`src/rtl/csq_pkg.sv`:
```
`timescale 1ns/1ps
package csq_pkg;
    localparam int SRC_BIT    = 0;
    localparam int CT_BIT     = 1;
    localparam int PORL_BIT   = 3;
    localparam int STRAP_BIT  = 6;
    localparam int SUPPLY_BIT = 7;

    typedef enum logic [0:0] {
        PORL_SET   = 1'b0,
        PORL_CLEAR = 1'b1
    } porl_state_t;
endpackage

```
`src/rtl/csq_regfile.sv`:
```
`timescale 1ns/1ps
module csq_regfile #(
    parameter int ADDR_W    = 10,
    parameter int DATA_W    = 8,
    parameter int NCH       = 2,
    parameter int MASK_ADDR = 'h223,
    parameter int POL_ADDR  = 'h224,
    parameter int CTRL_ADDR = 'h225
) (
    input  logic              clk,
    input  logic              rst_n,
    input  logic              wr_en,
    input  logic [ADDR_W-1:0] wr_addr,
    input  logic [DATA_W-1:0] wr_data,
    output logic [NCH-1:0]    mask_q,
    output logic [NCH-1:0]    pol_q,
    output logic              src_q,
    output logic              ct_q,
    output logic              ctrl_wr,
    output logic              ctrl_porl_bit
);
    import csq_pkg::*;

    logic hit_mask, hit_pol, hit_ctrl;
    logic [DATA_W-1:0] unused_data;

    assign hit_mask = wr_en && (wr_addr == ADDR_W'(MASK_ADDR));
    assign hit_pol  = wr_en && (wr_addr == ADDR_W'(POL_ADDR));
    assign hit_ctrl = wr_en && (wr_addr == ADDR_W'(CTRL_ADDR));

    assign ctrl_wr       = hit_ctrl;
    assign ctrl_porl_bit = wr_data[PORL_BIT];
    assign unused_data   = wr_data;

    always_ff @(posedge clk or negedge rst_n) begin
        if (!rst_n) begin
            mask_q <= '0;
            pol_q  <= '0;
            src_q  <= 1'b0;
            ct_q   <= 1'b0;
        end else begin
            if (hit_mask) mask_q <= wr_data[NCH-1:0];
            if (hit_pol)  pol_q  <= wr_data[NCH-1:0];
            if (hit_ctrl) begin
                src_q <= wr_data[SRC_BIT];
                ct_q  <= wr_data[CT_BIT];
            end
        end
    end
endmodule

```
`src/rtl/csq_porl_fsm.sv`:
```
`timescale 1ns/1ps
module csq_porl_fsm (
    input  logic clk,
    input  logic rst_n,
    input  logic ctrl_wr,
    input  logic ctrl_porl_bit,
    output logic porl
);
    import csq_pkg::*;

    porl_state_t state_q, state_d;

    always_ff @(posedge clk or negedge rst_n) begin
        if (!rst_n) state_q <= PORL_SET;
        else        state_q <= state_d;
    end

    always_comb begin
        state_d = state_q;
        porl    = 1'b0;
        unique case (state_q)
            PORL_SET: begin
                porl = 1'b1;
                if (ctrl_wr && !ctrl_porl_bit) state_d = PORL_CLEAR;
            end
            PORL_CLEAR: begin
                porl    = 1'b0;
                state_d = PORL_CLEAR;
            end
            default: begin
                porl    = 1'b1;
                state_d = PORL_SET;
            end
        endcase
    end
endmodule

```
`src/rtl/csq_match.sv`:
```
`timescale 1ns/1ps
module csq_match #(
    parameter int NCH = 2
) (
    input  logic [NCH-1:0] mask,
    input  logic [NCH-1:0] pol,
    input  logic           src_sel,
    input  logic           ct,
    input  logic           porl,
    input  logic [NCH-1:0] pin,
    input  logic [NCH-1:0] act,
    output logic           respond
);
    logic [NCH-1:0] hit, or_term, and_term;

    for (genvar ch = 0; ch < NCH; ch++) begin : g_ch
        logic level;
        assign level        = src_sel ? act[ch] : pin[ch];
        assign hit[ch]      = (level == pol[ch]);
        assign or_term[ch]  = mask[ch] & hit[ch];
        assign and_term[ch] = ~mask[ch] | hit[ch];
    end

    always_comb begin
        if (porl)            respond = 1'b1;
        else if (mask == '0) respond = 1'b0;
        else if (ct)         respond = &and_term;
        else                 respond = |or_term;
    end
endmodule

```
`src/rtl/csq_bank.sv`:
```
`timescale 1ns/1ps
module csq_bank #(
    parameter int ADDR_W    = 10,
    parameter int DATA_W    = 8,
    parameter int NCH       = 2,
    parameter int MASK_ADDR = 'h223,
    parameter int POL_ADDR  = 'h224,
    parameter int CTRL_ADDR = 'h225
) (
    input  logic              clk,
    input  logic              rst_n,
    input  logic              wr_en,
    input  logic [ADDR_W-1:0] wr_addr,
    input  logic [DATA_W-1:0] wr_data,
    input  logic [ADDR_W-1:0] rd_addr,
    output logic [DATA_W-1:0] rd_data,
    input  logic [NCH-1:0]    pio_pin,
    input  logic [NCH-1:0]    pio_act,
    input  logic              strap_pol,
    input  logic              supply_ok,
    output logic              respond
);
    import csq_pkg::*;

    logic [NCH-1:0] mask_q, pol_q;
    logic src_q, ct_q, ctrl_wr, ctrl_porl_bit, porl_q;

    csq_regfile #(
        .ADDR_W(ADDR_W), .DATA_W(DATA_W), .NCH(NCH),
        .MASK_ADDR(MASK_ADDR), .POL_ADDR(POL_ADDR), .CTRL_ADDR(CTRL_ADDR)
    ) u_regs (
        .clk(clk), .rst_n(rst_n), .wr_en(wr_en), .wr_addr(wr_addr),
        .wr_data(wr_data), .mask_q(mask_q), .pol_q(pol_q), .src_q(src_q),
        .ct_q(ct_q), .ctrl_wr(ctrl_wr), .ctrl_porl_bit(ctrl_porl_bit)
    );

    csq_porl_fsm u_porl (
        .clk(clk), .rst_n(rst_n), .ctrl_wr(ctrl_wr),
        .ctrl_porl_bit(ctrl_porl_bit), .porl(porl_q)
    );

    csq_match #(.NCH(NCH)) u_match (
        .mask(mask_q), .pol(pol_q), .src_sel(src_q), .ct(ct_q),
        .porl(porl_q), .pin(pio_pin), .act(pio_act), .respond(respond)
    );

    always_comb begin
        rd_data = '0;
        if (rd_addr == ADDR_W'(MASK_ADDR)) begin
            rd_data[NCH-1:0] = mask_q;
        end else if (rd_addr == ADDR_W'(POL_ADDR)) begin
            rd_data[NCH-1:0] = pol_q;
        end else if (rd_addr == ADDR_W'(CTRL_ADDR)) begin
            rd_data[SRC_BIT]    = src_q;
            rd_data[CT_BIT]     = ct_q;
            rd_data[PORL_BIT]   = porl_q;
            rd_data[STRAP_BIT]  = strap_pol;
            rd_data[SUPPLY_BIT] = supply_ok;
        end
    end
endmodule

```
`config.mk`:
```
export PLATFORM = sky130hd
export DESIGN_NAME = csq_bank
export DESIGN_NICKNAME = d
export VERILOG_FILES = /design/src/rtl/csq_pkg.sv /design/src/rtl/csq_regfile.sv /design/src/rtl/csq_porl_fsm.sv /design/src/rtl/csq_match.sv /design/src/rtl/csq_bank.sv
export SDC_FILE = /design/constraint.sdc
export NUM_CORES = 1
export LEC_CHECK = 0
export BUFFER_PORTS_ARGS = -buffer_cell sky130_fd_sc_hd__buf_2
export CORE_UTILIZATION = 42
export CTS_BUF_LIST = sky130_fd_sc_hd__clkbuf_4 sky130_fd_sc_hd__clkbuf_8
export DETAILED_ROUTE_END_ITERATION = 10
export PLACE_DENSITY = 0.86
export SETUP_SLACK_MARGIN = 0.3
export SLEW_MARGIN = 20
export SYNTH_ARGS = -nofsm -noshare
export SYNTH_HDL_FRONTEND = slang
export SYNTH_HIERARCHICAL = 1
export SYNTH_SLANG_ARGS = --single-unit
```
`constraint.sdc`:
```
create_clock -name clk -period 2.3 [get_ports clk]
set_input_delay 0.345 -clock clk [delete_from_list [all_inputs] [get_ports clk]]
set_output_delay 0.345 -clock clk [all_outputs]
set_load 0.02 [all_outputs]
```
==> metrics.txt <==
routed vias 548; DR pass1 iterations 2; Buffers on Ports 37; worst path arrival time 1.60 ns; Required @ worst endpoint 1.96 ns; H-tree lvl count 1; origin of the critical flop-to-flop path u_regs/src_q; Clock Power Share 0.400; critical path depth 5; worst path cell trace mux2i_1 > xor2_1 > a21oi_1 > a31oi_1 > buf_4; DIE AREA 1478 µm²; Worst Path Buf+Inv 1; Setup CP Type register to output pin; Die X 38.45 µm; min-delay worst type input port to register; LEAKAGE 0.3997 nW; Seq/Total Area, Yosys 0.3139; root buffer cell clkbuf_4; row cnt 12; most common cell after layout, fill and taps aside buf_2; Yosys cell types 26; Startpoint Class register; Final Max Tran Viols 0; post-synth top area cell dfrtp_1; Setup Viol. Count Final 0; WL final 1.289 mm; critical-path cell with the highest stage delay dfrtp_2; Psw 0.07079 mW; CP top delay family flip-flops; Synth Warn # 6; CTS tree done; pwr dens 388.4 nW/µm²; total power draw 0.3038 mW; status completed; Synth top area share 0.3139; Detail Placement HPWL 1.119 mm; unrepaired setup endpoints after global routing no; commonest cells after routing, fill and taps aside buf_2 (36), mux2_2 (8), dfrtp_1 (6), clkbuf_4 (4); max incr delay on CP 0.41 ns; FF+latch count, synth 7; gr ovfl total 0; antenna violations before repair 0; Setup TNS Final 0 ns; number of I/O pins 46; crit path from u_regs/src_q; worst setup path end respond; Total GRT Usage 0.1836; Max Root-Sink Buffers 2; max frequency 514.5 MHz; Hold Slack 0.2630 ns; antenna viol nets, final 0; number of global-route vias before repair 486; kind of capture point of the worst setup path output pin; clk slew on worst S/H paths 0.05 ns; Gate power share 0.183; drt wl/cell 11.83 µm; Mapped Area 558.0 µm²; Die Ht 38.45 µm; post-place setup slack 0.5874 ns; Int Pwr 0.2330 mW; via/cell ratio 5.028; clk_lat worst skew 0.24 ns; FF-to-FF End u_regs/src_q; Final Hold Fails 0; post-layout util 0.6677; Max-Cap Viols 0; Worst Skew 0 ns; CTS sink cnt 7; TritonCTS Buffers 3; largest net degree at the start of global routing 8; Seq pwr share 0.417; area grow syn2layout 40.13%; synthesized instance count 55; nets@finish 133; Post-CTS Setup Repair Bufs 0; final worst path period need 1.944 ns; Remaining DRCs 0; r2r worst-path depth 1; starting density of the core 0.4765; proportion of layout cells with a drive suffix above 1 0.5789; Layout fillers 103; CP max FO 4; setup ws final 0.3563 ns; Core Footprint 1171 µm²; first-pass GRT wire length 1.759 mm; ANT cells 0; top cells by area, synth dfrtp_1 (31%), mux2_2 (16%), buf_4 (5.4%); 1st-iter DRT viols 4; switching share of power 0.2331; Mean Syn Cell Area 10.15 µm²; Peak VDD IR 0.2512 mV; final worst-path cycle share 0.8451; GP Congestion 0.7471; flop-to-flop setup slack 1.48 ns
## power by group through the flow
stage	sequential (mW)	clock, mW	combinational, mW
3_5_place_dp	0.129	0	0.0547
5_1_grt	0.127	0.132	0.0607
4_1_cts	0.127	0.127	0.0561
2_1_floorplan	0.128	0	0.0249
3_3_place_gp	0.129	0	0.0513
6_report	0.127	0.121	0.0557
## metrics by stage
step,std cells,area (µm²)
floorplan,57,565.5
global placement,104,738.2
detailed placement,104,738.2
CTS,109,778.2
global route,109,782.0
finish,109,782.0
## metal layers
| metal | GRT usage | vias up | wire length (µm) | part of all wire |
|---|---|---|---|---|
| li1 | - | 276 | - | - |
| met1 | 0.1538 | 236 | 459 | 0.36 |
| met2 | 0.3686 | 34 | 719 | 0.56 |
| met3 | 0.01744 | 2 | 99 | 0.077 |
| met4 | 0.1552 | 0 | 10 | 0.0078 |
| met5 | 0 | - | 0 | 0 |
## synthesized netlist by cell type (all sizes together)
cell type	count
a31oi	2
mux2	8
nor2b	3
a21oi	1
mux2i	2
nand4b	1
nand3	1
xor2	1
buf	4
conb	1
dfrtp	7
nor4b	2
and4bb	1
inv	3
nand4	2
and4	2
nor2	3
and3b	1
a22oi	2
nand2	2
and2	3
o21ai	1
nor3b	1
xnor2	1
## state kept, by name, indices dropped and copies added, names as in the netlist
name / count
u_regs/mask_q: 2
u_regs/pol_q: 2
u_porl/state_q: 1
u_regs/ct_q: 1
u_regs/src_q: 1
## worst min path at each step
stage / endpoint / startpoint / depth (start not counted)
global placement: u_regs/src_q / rst_n / 1
detailed placement: u_regs/pol_q[0] / rst_n / 1
floorplan: u_porl/state_q / rst_n / 0
global route: u_porl/state_q / wr_data[3] / 2
CTS: u_porl/state_q / wr_data[3] / 2
finish: u_porl/state_q / wr_data[3] / 2
## kinds of logic (layout without fill, tap and decap cells)
kind of cell,Yosys count,count (layout),share of synthesized area
compound gates,6,6,0.07397
xor+xnor,2,2,0.03140
buf+inv,7,45,0.07399
flops,7,7,0.3139
mux,10,10,0.1973
other cells,1,3,0.006720
simple gates,22,22,0.3027
## area by class of cell
type	instances	area, µm²	share of cell area
repair buffers	38	197.7	0.2528
flip-flops and latches	7	176.4	0.2256
inverters	3	11.26	0.01440
multi-input cells	43	349.1	0.4464
clock buffers	4	30.03	0.03840
well taps	14	17.52	0.02240
## timing repair
action / CTS / global route
hold buffers: 1 / 0
hold endpoints to repair: 7 / 0
setup endpoints to repair: 0 / 1
resized for setup: 0 / 2
Note: power is estimated with default switching activity, not from simulation.
